==> src/rtl/spi_fifo_pkg.sv <==
package spi_fifo_pkg;
    localparam int FRAME_W = 16;

    localparam logic [2:0] A_CFG    = 3'd0;
    localparam logic [2:0] A_COUNT  = 3'd1;
    localparam logic [2:0] A_ENABLE = 3'd2;
    localparam logic [2:0] A_SELECT = 3'd3;
    localparam logic [2:0] A_DIV    = 3'd4;
    localparam logic [2:0] A_STATUS = 3'd5;
    localparam logic [2:0] A_TXDATA = 3'd6;
    localparam logic [2:0] A_RXDATA = 3'd7;

    typedef enum logic [1:0] {
        ST_IDLE,
        ST_LOAD,
        ST_SHIFT,
        ST_DONE
    } eng_state_e;
endpackage

==> src/rtl/spi_fifo.sv <==
module spi_fifo #(
    parameter int WIDTH = 16,
    parameter int DEPTH = 32
) (
    input  logic                       clk,
    input  logic                       rst_n,
    input  logic                       push,
    input  logic                       pop,
    input  logic [WIDTH-1:0]           din,
    output logic [WIDTH-1:0]           dout,
    output logic                       full,
    output logic                       empty,
    output logic [$clog2(DEPTH):0]     level
);
    localparam int AW = $clog2(DEPTH);
    localparam logic [AW:0] FULL_LVL = (AW+1)'(DEPTH);

    typedef struct packed {
        logic [AW:0] wr;
        logic [AW:0] rd;
    } ptr_t;

    ptr_t ptr_d, ptr_q;
    logic [WIDTH-1:0] mem_q [DEPTH];
    logic do_push, do_pop;

    assign level   = ptr_q.wr - ptr_q.rd;
    assign full    = (level == FULL_LVL);
    assign empty   = (level == '0);
    assign do_push = push && !full;
    assign do_pop  = pop && !empty;
    assign dout    = mem_q[ptr_q.rd[AW-1:0]];

    always_comb begin
        ptr_d = ptr_q;
        if (do_push) ptr_d.wr = ptr_q.wr + 1'b1;
        if (do_pop)  ptr_d.rd = ptr_q.rd + 1'b1;
    end

    always_ff @(posedge clk or negedge rst_n) begin
        if (!rst_n) ptr_q <= '0;
        else        ptr_q <= ptr_d;
    end

    always_ff @(posedge clk) begin
        if (do_push) mem_q[ptr_q.wr[AW-1:0]] <= din;
    end
endmodule

==> src/rtl/spi_shift_engine.sv <==
module spi_shift_engine
    import spi_fifo_pkg::*;
#(
    parameter int CNT_W = 16,
    parameter int DIV_W = 16
) (
    input  logic               clk,
    input  logic               rst_n,
    input  logic               enable,
    input  logic               cpol,
    input  logic               cpha,
    input  logic               wide,
    input  logic [CNT_W-1:0]   frames_m1,
    input  logic [DIV_W-1:0]   half,
    input  logic               tx_empty,
    input  logic [FRAME_W-1:0] tx_word,
    input  logic               miso,
    output logic               tx_pop,
    output logic               rx_push,
    output logic [FRAME_W-1:0] rx_word,
    output logic               sclk,
    output logic               mosi,
    output logic               busy
);
    typedef struct packed {
        eng_state_e         st;
        logic [DIV_W-1:0]   hcnt;
        logic [4:0]         ecnt;
        logic [CNT_W-1:0]   left;
        logic [FRAME_W-1:0] tx_sh;
        logic [FRAME_W-1:0] rx_sh;
        logic               sclk;
    } eng_t;

    eng_t eng_d, eng_q;
    logic [4:0] last_edge;

    assign last_edge = wide ? 5'd31 : 5'd15;

    always_comb begin
        eng_d   = eng_q;
        tx_pop  = 1'b0;
        rx_push = 1'b0;
        case (eng_q.st)
            ST_IDLE: begin
                eng_d.sclk = cpol;
                if (enable) begin
                    eng_d.st   = ST_LOAD;
                    eng_d.left = frames_m1;
                end
            end
            ST_LOAD: begin
                eng_d.sclk = cpol;
                if (!tx_empty) begin
                    tx_pop      = 1'b1;
                    eng_d.tx_sh = wide ? tx_word : {tx_word[7:0], 8'h00};
                    eng_d.rx_sh = '0;
                    eng_d.hcnt  = '0;
                    eng_d.ecnt  = '0;
                    eng_d.st    = ST_SHIFT;
                end
            end
            ST_SHIFT: begin
                if (eng_q.hcnt == half - DIV_W'(1)) begin
                    eng_d.hcnt = '0;
                    eng_d.sclk = ~eng_q.sclk;
                    if (eng_q.ecnt[0] == cpha)
                        eng_d.rx_sh = {eng_q.rx_sh[FRAME_W-2:0], miso};
                    else if (eng_q.ecnt != '0)
                        eng_d.tx_sh = {eng_q.tx_sh[FRAME_W-2:0], 1'b0};
                    if (eng_q.ecnt == last_edge) begin
                        rx_push = 1'b1;
                        if (eng_q.left == '0) begin
                            eng_d.st = ST_DONE;
                        end else begin
                            eng_d.left = eng_q.left - 1'b1;
                            eng_d.st   = ST_LOAD;
                        end
                    end else begin
                        eng_d.ecnt = eng_q.ecnt + 1'b1;
                    end
                end else begin
                    eng_d.hcnt = eng_q.hcnt + 1'b1;
                end
            end
            default: eng_d.sclk = cpol;
        endcase
        if (!enable) begin
            eng_d.st   = ST_IDLE;
            eng_d.sclk = cpol;
        end
        rx_word = wide ? eng_d.rx_sh : {8'h00, eng_d.rx_sh[7:0]};
    end

    always_ff @(posedge clk or negedge rst_n) begin
        if (!rst_n) eng_q <= '0;
        else        eng_q <= eng_d;
    end

    assign sclk = (eng_q.st == ST_SHIFT) ? eng_q.sclk : cpol;
    assign mosi = eng_q.tx_sh[FRAME_W-1];
    assign busy = (eng_q.st == ST_LOAD) || (eng_q.st == ST_SHIFT);
endmodule

==> src/rtl/spi_fifo_master.sv <==
module spi_fifo_master
    import spi_fifo_pkg::*;
#(
    parameter int NCS   = 4,
    parameter int DEPTH = 32,
    parameter int CNT_W = 16,
    parameter int DIV_W = 16
) (
    input  logic           clk,
    input  logic           rst_n,
    input  logic           bus_wr,
    input  logic           bus_rd,
    input  logic [2:0]     bus_addr,
    input  logic [31:0]    bus_wdata,
    output logic [31:0]    bus_rdata,
    output logic           sclk,
    output logic           mosi,
    input  logic           miso,
    output logic [NCS-1:0] cs_n
);
    localparam int LVL_W = $clog2(DEPTH) + 1;

    typedef struct packed {
        logic             cpol;
        logic             cpha;
        logic             wide;
        logic [CNT_W-1:0] count;
        logic             en;
        logic [NCS-1:0]   sel;
        logic [DIV_W-1:0] div;
    } regs_t;

    regs_t reg_d, reg_q;

    logic               tx_push, tx_pop, tx_full, tx_empty;
    logic               rx_push, rx_pop, rx_full_unused, rx_empty;
    logic [FRAME_W-1:0] tx_dout, rx_dout, rx_word;
    logic [LVL_W-1:0]   tx_level, rx_level_unused;
    logic [DIV_W-1:0]   half_per;
    logic               eng_busy;
    logic               unused_bits;

    assign unused_bits = ^bus_wdata[31:16];

    always_comb begin
        reg_d = reg_q;
        if (bus_wr) begin
            case (bus_addr)
                A_CFG: if (!reg_q.en) begin
                    reg_d.cpol = bus_wdata[0];
                    reg_d.cpha = bus_wdata[1];
                    reg_d.wide = bus_wdata[2];
                end
                A_COUNT:  if (!reg_q.en) reg_d.count = bus_wdata[CNT_W-1:0];
                A_ENABLE: reg_d.en = bus_wdata[0];
                A_SELECT: if ($countones(bus_wdata[NCS-1:0]) <= 1) reg_d.sel = bus_wdata[NCS-1:0];
                A_DIV:    if (!reg_q.en) reg_d.div = bus_wdata[DIV_W-1:0];
                default: ;
            endcase
        end
    end

    always_ff @(posedge clk or negedge rst_n) begin
        if (!rst_n) reg_q <= '0;
        else        reg_q <= reg_d;
    end

    assign tx_push  = bus_wr && (bus_addr == A_TXDATA);
    assign rx_pop   = bus_rd && (bus_addr == A_RXDATA);
    assign half_per = (reg_q.div[DIV_W-1:1] == '0) ? DIV_W'(1) : {1'b0, reg_q.div[DIV_W-1:1]};
    assign cs_n     = ~reg_q.sel;

    always_comb begin
        bus_rdata = '0;
        case (bus_addr)
            A_CFG:    bus_rdata[2:0]       = {reg_q.wide, reg_q.cpha, reg_q.cpol};
            A_COUNT:  bus_rdata[CNT_W-1:0] = reg_q.count;
            A_ENABLE: bus_rdata[0]         = reg_q.en;
            A_SELECT: bus_rdata[NCS-1:0]   = reg_q.sel;
            A_DIV:    bus_rdata[DIV_W-1:0] = reg_q.div;
            A_STATUS: bus_rdata[2:0]       = {rx_empty, tx_full, eng_busy};
            A_RXDATA: if (!rx_empty) bus_rdata[FRAME_W-1:0] = rx_dout;
            default: ;
        endcase
    end

    spi_fifo #(.WIDTH(FRAME_W), .DEPTH(DEPTH)) u_tx_fifo (
        .clk(clk), .rst_n(rst_n), .push(tx_push), .pop(tx_pop),
        .din(bus_wdata[FRAME_W-1:0]), .dout(tx_dout), .full(tx_full),
        .empty(tx_empty), .level(tx_level)
    );

    spi_fifo #(.WIDTH(FRAME_W), .DEPTH(DEPTH)) u_rx_fifo (
        .clk(clk), .rst_n(rst_n), .push(rx_push), .pop(rx_pop),
        .din(rx_word), .dout(rx_dout), .full(rx_full_unused),
        .empty(rx_empty), .level(rx_level_unused)
    );

    spi_shift_engine #(.CNT_W(CNT_W), .DIV_W(DIV_W)) u_engine (
        .clk(clk), .rst_n(rst_n), .enable(reg_q.en), .cpol(reg_q.cpol),
        .cpha(reg_q.cpha), .wide(reg_q.wide), .frames_m1(reg_q.count),
        .half(half_per), .tx_empty(tx_empty), .tx_word(tx_dout), .miso(miso),
        .tx_pop(tx_pop), .rx_push(rx_push), .rx_word(rx_word),
        .sclk(sclk), .mosi(mosi), .busy(eng_busy)
    );
endmodule

==> config.mk <==
export PLATFORM = sky130hd
export DESIGN_NAME = spi_fifo_master
export DESIGN_NICKNAME = d
export VERILOG_FILES = /design/src/rtl/spi_fifo_pkg.sv /design/src/rtl/spi_fifo.sv /design/src/rtl/spi_shift_engine.sv /design/src/rtl/spi_fifo_master.sv
export SDC_FILE = /design/constraint.sdc
export NUM_CORES = 1
export LEC_CHECK = 0
export ABC_AREA = 1
export BUFFER_PORTS_ARGS = -buffer_cell sky130_fd_sc_hd__buf_2
export CELL_PAD_IN_SITES_DETAIL_PLACEMENT = 1
export CELL_PAD_IN_SITES_GLOBAL_PLACEMENT = 1
export CORE_AREA = 2 2 369 298
export DETAILED_ROUTE_END_ITERATION = 8
export DIE_AREA = 0 0 371 300
export MAX_ROUTING_LAYER = met4
export PLACE_DENSITY = 0.84
export SLEW_MARGIN = 20
export SYNTH_ARGS = -nofsm -noshare
export SYNTH_HDL_FRONTEND = slang
export SYNTH_SLANG_ARGS = --single-unit
==> constraint.sdc <==
create_clock -name clk -period 4.6 [get_ports clk]
set_input_delay 1.38 -clock clk [delete_from_list [all_inputs] [get_ports clk]]
set_output_delay 1.38 -clock clk [all_outputs]
set_load 0.02 [all_outputs]
Word-level counts from Yosys, hierarchy flattened

Memories as Yosys holds them, arrays and structs flattened.
Cells that the tools add are included.
Widths: inputs -> output; s select.

Flip-flop bits (word level): 136
Bits in writable memories: 1024
Input bits: 40
Output and inout bits: 38
Memories kept: 2

Add/subtract/negate cells: 13
Order comparisons: 1
Equality and inequality tests: 26
Muxes and demuxes: 40
Bitwise operators: 3
Reduce and logical (&&, ||, !) cells: 30

Memories:

| name            | depth | bits a word | read ports | clocked after memory_dff | write ports | line           | text |
|---|---|---|---|---|---|---|---|
| u_rx_fifo.mem_q | 32    | 16          | 1          | 0                        | 1           | spi_fifo.sv:24 | `logic [WIDTH-1:0] mem_q [DEPTH];` |
| u_tx_fifo.mem_q | 32    | 16          | 1          | 0                        | 1           | spi_fifo.sv:24 |  |

Operators by type and width:

| cell                  | count |
|---|---|
| $mux 16               | 10 |
| $pmux 32 s2           | 1 |
| $mux 54               | 1 |
| $pmux 21 s2           | 1 |
| $pmux 12 s3           | 1 |
| $mux 32               | 1 |
| $pmux 16 s2           | 1 |
| $add 6x1->6 const B   | 4 |
| $mux 23               | 1 |
| $add 16x1->16 const B | 1 |
| $eq 16x16->1          | 1 |
| $logic_not 16->1      | 1 |
| $sub 15x1->16 const B | 1 |
| $sub 16x1->16 const B | 1 |
| $logic_not 15->1      | 1 |
| $mux 15               | 1 |
| $eq 3x3->1 const B    | 4 |
| $eq 6x6->1 const B    | 2 |
| $logic_not 6->1       | 2 |
| $mux 1                | 12 |
| $pmux 2 s6            | 1 |
| $reduce_and 3->1      | 4 |
| $sub 6x6->6           | 2 |
| $mux 5                | 2 |
| other kinds (31)      | 56 |

Longest topological paths before layout

Gate-level depths: netlist of run 1.

Depth after elaboration: 9
Depth in mapped cells: 24
Mapped depth without buffers: 23

Hierarchy

A second synthesis of run 1 with hierarchy kept.

Cell total of the unflattened synthesis: 4776
Area, all modules: 51051.5 sq um

By module, submodules not included:

| module                | times used | cells an instance | area each (sq um) |
|---|---|---|---|
| spi_fifo at u_rx_fifo | 1          | 1832              | 21612.0 |
| spi_fifo at u_tx_fifo | 1          | 1832              | 21604.5 |
| spi_shift_engine      | 1          | 796               | 5290.1 |
| spi_fifo_master       | 1          | 316               | 2544.9 |

Worst setup path before layout of run 1

OpenSTA, ideal clock, no wires.

Path kind: register to register
Start point: register u_tx_fifo.ptr_q[1] (netlist name)
End point: memory u_tx_fifo.mem_q[31][0] (enable)
Library setup time: 0.430 ns
Arrival time: 4.125 ns
Path slack: 0.045 ns
Stages on the path, launching flop included: 21
Path buffers: 4
Path through: dfrtp_1 inv_1 clkbuf_1 buf_2 buf_2 ha_1 inv_1 o21bai_1 nand3_1 nand2_1 nand2_1 nand2_1 nand2_1 nand2_1 inv_1 nand2_1 nand2_1 inv_1 nand2_1 clkbuf_1 nor4_1

Cells in the longest elaborated chain, start to end: 6

RTL lines:

| what                         | line           | text |
|---|---|---|
| from (decl)                  | spi_fifo.sv:23 | `ptr_t ptr_d, ptr_q;` |
| from (signal assigned)       | spi_fifo.sv:42 | `else ptr_q <= ptr_d;` |
| $sub 6x6->6                  | spi_fifo.sv:27 | `assign level = ptr_q.wr - ptr_q.rd;` |
| $eq 6x6->1                   | spi_fifo.sv:28 | `assign full = (level == FULL_LVL);` |
| $logic_not 1->1              | spi_fifo.sv:30 | `assign do_push = push && !full;` |
| $logic_and 1x1->1            | spi_fifo.sv:30 |  |
| $mux 1                       | spi_fifo.sv:46 | `if (do_push) mem_q[ptr_q.wr[AW-1:0]] <= din;` |
| $mux 1 (implied by the code) | spi_fifo.sv:46 |  |
| to (decl)                    | spi_fifo.sv:24 |  |

No other way between the ends.

Final worst setup path of run 1

Start point: register u_rx_fifo.ptr_q[0] (netlist name)
End point: output port bus_rdata[1]

Cells in the longest elaborated chain, start to end: 4
Elaborated cells on any way between the ends: 5

RTL lines:

| what                   | line                  | text |
|---|---|---|
| from (decl)            | spi_fifo.sv:23        |  |
| from (signal assigned) | spi_fifo.sv:42        |  |
| $sub 6x6->6            | spi_fifo.sv:27        |  |
| $logic_not 6->1        | spi_fifo.sv:29        | `assign empty = (level == '0);` |
| $mux 16 (*)            | spi_fifo_master.sv:82 | `A_RXDATA: if (!rx_empty) bus_rdata[FRAME_W-1:0] = rx_dout;` |
| $pmux 2 s6 (*)         | spi_fifo_master.sv:75 | `case (bus_addr)` |
| to (decl)              | spi_fifo_master.sv:15 | `output logic [31:0] bus_rdata,` |

Mark *: on every way between the ends. The rest lies on a longest branch, timed or not.

==> flow_summary.yaml, run 1 <==
run_status:
  status: "finished with violations"
  violations: "setup timing"
critical_path:
  path_buf_inv: 5
  critPathLaunchType: "flop"
  cpMaxStageDelayCell: "o211ai_1"
  cp_common_cell: "buf_16"
  cp_max_fo: 13
  r2r-end: "u_rx_fifo.mem_q[23][8]"
  r2r.worst_path.cells: 18
  arrival_ns: 3.61
  max_stage_delay_ns: 0.66
  crit_family: "compound AO/OA/AOI/OAI gates"
  rrSetupSlack_ns: 0.06
  timing.critical_path.required_ns: 3.22
  endpoint_kind: "primary output"
  crit_chain: "buf_12, buf_4, buf_16, buf_16, a21oi_2, a22oi_1, o211ai_1, nand2_1, nand3_2, o2111ai_4, buf_6"
  crit_type: "reg2out"
  timing.rr.start: "reg_q[13]"
pwr:
  ir_drop_uv: 446
  p_int_w: 0.0213
  switchingPower_w: 0.0138
  p_clk_share_pct: 29.0
  p_per_area_mw_per_mm2: 615
  seqPwrFrac_pct: 34.3
  total_leakage_power_nw: 20.8
  pwr-share-comb_pct: 36.7
  switching_share_pct: 39.4
clocking:
  cts_tree: "built"
  cts_root_buf: "clkbuf_16"
  clk_pin_slew_worst_paths_ns: 0.08
  cts.sinks: 1160
  clk_latency_ns: 0.75
  cts_buffers: 116
  htreeDepth: 3
  clk_path_buf_depth: 3
yosys:
  ys_seq_area_share_pct: 69.5
  synth_flop_cell: "edfxtp_1"
  avgSynthCellArea_um2: 11.5
  yosys.cell_types.count: 57
  netlist_instances: 4257
  synth-async-reset-ratio_pct: 11.7
  synth_seq_cells: 1160
  ys_warn_count: 0
  synth_edf_count: 1024
  syn-cell-area_mm2: 0.0491
sta:
  tns_ns: -2.92
  min_period_ns: 4.99
  setup_viol: 16
  maxSlewHeadroom_pct: 27.2
  rsz0062_at_grt: "true"
  fmax_ghz: 0.201
  hold_viol: 0
  worstMarginPinSlew_ns: 1.09
  slew_violations: 0
  setup_ws_ns: -0.386
  clock_skew_ns: 0.0306
  fin_crit_sh_pct: 108
placed_design:
  placed_cell_area_mm2: 0.0518
  port_buffers: 45
  dp.final_hpwl_um: 93900
  gp_congestion: 0.924
die:
  start_util_pct: 45.6
  io_pins: 78
  core-area_mm2: 0.108
  rows: 108
  dieWidth_um: 371
  die_area_mm2: 0.111
  die_y_um: 300
global_routing:
  grt_usage_pct: 29.5
  grt_max_degree: 159
  grt_pass1_wl_um: 239000
  antenna_found_initial: 8
  use_met1_pct: 38.9
  grt.met2_usage_pct: 45.4
  grt_pass1_vias: 38192
  gr-usage-met3_pct: 5.10
  grt_busiest_layer: "met2"
  grt_overflow: 0
cells_and_area:
  syn_to_final_growth_pct: 16.1
  fin_area_mm2: 0.0571
  drive_above_1_share_pct: 13.1
  final_nets: 4456
drt:
  wl_per_cell_um: 29.0
  drt-pass1-iter-count: 6
  dr_total_vias: 37587
  postRouteAntennaNets: 0
  wirelength_um: 172000
  first_iter_violations: 5516
  drt-vias-per-instance: 6.35
  drcViolationCount: 0
run:
  cap_violations: 0
worst_hold_path:
  min_path_type: "reg2reg"
  worstHoldStart: "reg_q[30]"
  whs_path_depth: 2
  hold_end: "reg_q[30]"
-- layout make-up --
class / count / area (µm²)
repair buffers: 253 / 2420
repair inverters: 2 / 31.3
clock inverters: 81 / 1020
inverters: 220 / 868
flip-flops and latches: 1160 / 34200
well taps: 1430 / 1790
fillers: 10994 / 50600
multi-input cells: 2634 / 13800
clock buffers: 138 / 3000
diodes: 5 / 12.5
-- sequential cells by signal, summed over array words and instances (netlist names) --
signal	count
u_rx_fifo.ptr_q	12
reg_q	40
u_engine.eng_q	71
u_tx_fifo.mem_q	512
u_engine.mosi	1
u_tx_fifo.ptr_q	12
u_rx_fifo.mem_q	512
-- per-layer routing --
layer	wire length [µm]	share of wire, %
met5	0	0
met4	8380	4.9
met3	17400	10
met2	80600	47
met1	65300	38
-- cells by family after synthesis --
| logic type | count (synthesis) | share of synthesized area (%) |
|---|---|---|
| simple gates | 1619 | 13.5 |
| flops | 1160 | 69.5 |
| compound gates | 902 | 11.1 |
| buf+inv | 478 | 3.85 |
| xor+xnor | 67 | 1.21 |
| fa+ha+maj | 29 | 0.754 |
| other cells | 1 | 0.00763 |
| mux | 1 | 0.0229 |
-- metrics by stage --
| step | worst slack (ns) | instances | util [%] | hold slack [ns] | total power, W |
|---|---|---|---|---|---|
| after global placement | 0.363 | 5664 | 48.1 | 0.463 | 0.0223 |
| after detailed placement | 0.286 | 5664 | 48.1 | 0.480 | 0.0229 |
| after CTS | -0.176 | 5901 | 52.3 | 0.496 | 0.0337 |
| final | -0.386 | 5923 | 53.0 | 0.516 | 0.0351 |
| after floorplan | 0.0449 | 4272 | - | 0.449 | 0.0188 |
| after global routing | -0.436 | 5922 | 53.0 | 0.533 | 0.0361 |
-- power by group through the flow --
stage	clock [W]	combinational, W	sequential, W
finish	0.0102	0.0129	0.0120
global route	0.0105	0.0135	0.0121
CTS	0.0101	0.0115	0.0120
detailed placement	0	0.0107	0.0122
global placement	0	0.0101	0.0122
floorplan	0	0.00674	0.0121
-- how the worst max path moves through the flow --
stage	startpoint	to	slack [ns]	cells past startpoint
floorplan	u_tx_fifo.ptr_q[1]	u_tx_fifo.mem_q[31][0]	0.04	20
global placement	u_rx_fifo.ptr_q[0]	bus_rdata[7]	0.36	11
detailed placement	u_rx_fifo.ptr_q[0]	bus_rdata[7]	0.29	11
CTS	u_rx_fifo.ptr_q[0]	bus_rdata[12]	-0.18	16
global route	u_rx_fifo.ptr_q[0]	bus_rdata[12]	-0.44	12
finish	u_rx_fifo.ptr_q[0]	bus_rdata[1]	-0.39	11
-- cell usage in the layout, fill, tap and decap left out, types with 11 or more instances in the layout --
cell type	netlist	layout
clkinv_2	1	21
buf_12	0	20
ha_1	28	25
conb_1	1	16
nand2_1	976	964
a21oi_1	296	271
o22ai_1	12	12
a21oi_2	0	24
o221ai_1	64	64
o21ai_1	19	31
inv_1	202	199
a221oi_1	29	23
nor2_2	9	14
o211ai_1	46	46
xnor2_1	14	12
a32o_1	43	43
nand3_1	175	168
nor2_1	345	340
o21ai_0	297	284
clkbuf_16	0	123
a31oi_1	14	13
edfxtp_1	1024	1024
clkbuf_1	205	21
nand4_1	22	22
bufinv_16	0	20
dfrtp_1	136	130
xor2_1	52	50
a22oi_1	47	43
clkinv_1	9	35
buf_6	1	17
buf_2	17	30
buf_4	18	169
nor3_2	1	25
nand2_2	1	11
nor3_1	48	24
-- synth_stat cells, types with 3 or more instances --
cell / number / area [µm²]
edfxtp_1: 1024 / 30700
nand2_1: 976 / 3660
nor2_1: 345 / 1290
o21ai_0: 297 / 1490
a21oi_1: 296 / 1480
clkbuf_1: 205 / 769
inv_1: 202 / 758
nand3_1: 175 / 876
dfrtp_1: 136 / 3400
o221ai_1: 64 / 561
xor2_1: 52 / 455
nor3_1: 48 / 240
a22oi_1: 47 / 353
o211ai_1: 46 / 345
a32o_1: 43 / 430
a221oi_1: 29 / 254
ha_1: 28 / 350
nand4_1: 22 / 138
o21ai_1: 19 / 95.1
buf_4: 18 / 135
buf_1: 17 / 63.8
buf_2: 17 / 85.1
o311ai_0: 16 / 140
a31oi_1: 14 / 87.6
xnor2_1: 14 / 123
o22ai_1: 12 / 75.1
or2_2: 10 / 62.6
clkinv_1: 9 / 33.8
nand3b_1: 9 / 67.6
nor2_2: 9 / 56.3
inv_2: 8 / 30.0
nor4_1: 8 / 50.1
o2111ai_1: 7 / 61.3
a21boi_0: 3 / 22.5
nand2_4: 3 / 33.8
-- repair_timing --
| item | CTS | global route |
|---|---|---|
| gates resized for setup | 96 | 98 |
| buffers inserted | 16 | 12 |
| hold buffers | 0 | 0 |
| pin swaps | 30 | 36 |
| gates cloned | 3 | 9 |
| setup endpoints to repair | 16 | 128 |
-- tightest hold or removal path, delay by kind of cell (launching register included) --
kind             cells  cell delay [ns]
AO/OA/AOI/OAI        1             0.06
flip-flops           1             0.36
AND/OR/NAND/NOR      1             0.06
Power figures use the tool's default switching activity.
==> inputs of run 2 (changes only) <==
Settings changed: BUFFER_PORTS_ARGS -buffer_cell sky130_fd_sc_hd__buf_2 to unset, CORE_AREA 2 2 369 298 to 2 2 327 329, DIE_AREA 0 0 371 300 to 0 0 329 331, DONT_BUFFER_PORTS set to 1.
==> flow_summary.yaml, run 2 (synthesis gave the netlist of run 1 again) <==
critical_path:
  r2r.worst_path.cells: 19
  crit_start: "u_rx_fifo.ptr_q[0]"
  critPathLaunchType: "flop"
  arrival_ns: 3.65
  endpoint_kind: "primary output"
  rrSetupSlack_ns: 0.19
  crit_chain: "buf_12, buf_16, buf_16, a21oi_1, a32o_1, nand2_1, o211ai_1, nand2_1, nand3_4, o2111ai_4, buf_6"
  timing.rr.start: "reg_q[13]"
  cp_max_fo: 46
  crit_family: "compound AO/OA/AOI/OAI gates"
  timing.critical_path.required_ns: 3.22
  path_buf_inv: 4
  crit_type: "reg2out"
  max_stage_delay_ns: 0.52
  r2r-end: "u_rx_fifo.mem_q[0][13]"
  cpMaxStageDelayCell: "dfrtp_4"
sta:
  hold_viol: 0
  clock_skew_ns: 0.0779
  min_period_ns: 5.03
  worstMarginPinSlew_ns: 1.07
  maxSlewHeadroom_pct: 28.2
  setup_viol: 16
  fin_crit_sh_pct: 109
  rsz0062_at_grt: "true"
  fmax_ghz: 0.199
  setup_ws_ns: -0.434
  slew_violations: 0
cells_and_area:
  syn_to_final_growth_pct: 15.8
  drive_above_1_share_pct: 12.4
  final_nets: 4429
  layout_commonest_cell: "edfxtp_1"
  fillers: 10600
  final_core_util_pct: 54.2
  fin_area_mm2: 0.0569
  mostFrequentLayoutCells: "edfxtp_1, nand2_1, nor2_1, o21ai_0, a21oi_1"
placed_design:
  placed_cell_area_mm2: 0.0517
  gp_congestion: 0.881
  port_buffers: 0
  dp.final_hpwl_um: 93600
run_status:
  violations: "setup timing"
  status: "finished with violations"
drt:
  drt-pass1-iter-count: 6
  postRouteAntennaNets: 0
  wl_per_cell_um: 29.7
  dr_total_vias: 37560
  drt-vias-per-instance: 6.42
  drcViolationCount: 0
  wirelength_um: 174000
  first_iter_violations: 4733
clocking:
  cts_tree: "built"
  cts_buffers: 115
  clk_latency_ns: 0.76
  clk_pin_slew_worst_paths_ns: 0.07
  clk_path_buf_depth: 3
  cts_root_buf: "clkbuf_16"
  cts.sinks: 1160
  htreeDepth: 3
die:
  dieWidth_um: 329
  rows: 119
  die_y_um: 331
  core-area_mm2: 0.105
  io_pins: 78
  die_area_mm2: 0.109
  start_util_pct: 46.8
worst_hold_path:
  min_path_type: "in2async"
global_routing:
  grt_pass1_wl_um: 249000
  grt_usage_pct: 31.6
  grt_max_degree: 192
  grt_overflow: 0
  antenna_found_initial: 2
  grt_pass1_vias: 38824
pwr:
  total_leakage_power_nw: 20.6
  power_w: 0.0346
  p_per_area_mw_per_mm2: 609
  ir_drop_uv: 650
run:
  cap_violations: 0
==> run 2: cell count changes in the layout (fill, tap and decap cells not counted), sizes merged <==
cell / previous run / this run
bufbuf: 0 / 2
diode: 5 / 3
clkinv: 61 / 68
buf: 246 / 218
inv: 216 / 215
clkbuf: 145 / 148
clkinvlp: 6 / 2
bufinv: 20 / 12
==> run 2: worst max-delay path by stage <==
stage                              end  slack, ns  cells after the start
6_report                  bus_rdata[1]      -0.43                     11
5_1_grt                  bus_rdata[11]      -0.39                     11
4_1_cts                  bus_rdata[12]      -0.18                     18
3_5_place_dp   u_rx_fifo.mem_q[23][12]       0.23                     20
3_3_place_gp              bus_rdata[1]       0.32                      9
2_1_floorplan   u_tx_fifo.mem_q[31][0]       0.04                     20
==> run 2: final cells by class <==
type / count / area (µm²) / area share [%]
timing repair inverter: 1 / 11.3 / 0.0198
multi-input combinational: 2634 / 13800 / 24.3
clock buffer: 140 / 3020 / 5.31
timing repair buffer: 228 / 2430 / 4.28
clock inverter: 76 / 806 / 1.42
antenna: 3 / 7.51 / 0.0132
inverter: 220 / 861 / 1.51
sequential: 1160 / 34200 / 60.1
tap: 1391 / 1740 / 3.06
==> run 2: timing repair <==
item / CTS / global route
buffers inserted: 17 / 14
gates resized for setup: 105 / 75
pin swaps: 27 / 38
endpoints found under the setup margin: 16 / 292
cloned: 5 / 8
hold buffers: 0 / 0
==> run 2: routing by layer <==
layer	track usage [%]	wire length, µm	up-vias
met5	-	0	-
met4	17.7	10900	0
met3	6.06	16600	749
met2	50.9	83800	2573
met1	37.6	62700	18849
li1	-	-	15389
==> run 2: through the flow <==
| step | setup slack, ns | setup TNS (ns) | hold slack, ns | instances |
|---|---|---|---|---|
| after global routing | -0.386 | -4.54 | 0.316 | 5852 |
| after CTS | -0.178 | -1.89 | 0.304 | 5829 |
| after floorplan | 0.0449 | 0 | 0.449 | 4272 |
| after detailed placement | 0.227 | 0 | 0.465 | 5591 |
| final | -0.434 | -4.02 | 0.339 | 5853 |
| after global placement | 0.322 | 0 | 0.462 | 5591 |
==> run 2: worst register-to-register path, stage by stage (launching register included) <==
cell and delay [ns]:
dfrtp_1 0.47, nor2_1 0.26, nand2_1 0.08, nor2_1 0.18
nand2_4 0.11, nand2_1 0.14, inv_1 0.06, ha_1 0.21
nand2_1 0.21, xor2_1 0.29, xor2_1 0.14, nor2_1 0.15
nand4_1 0.13, nor2_2 0.22, nand3_1 0.27, buf_4 0.31
nand2_1 0.11, nand3_1 0.12, a21oi_2 0.18, buf_4 0.44
==> run 2: power by group <==
| part | internal, W | switching, W |
|---|---|---|
| logic | 0.00377 | 0.00899 |
| registers | 0.0117 | 0.000361 |
| clock network | 0.00538 | 0.00446 |
| total | 0.0208 | 0.0138 |
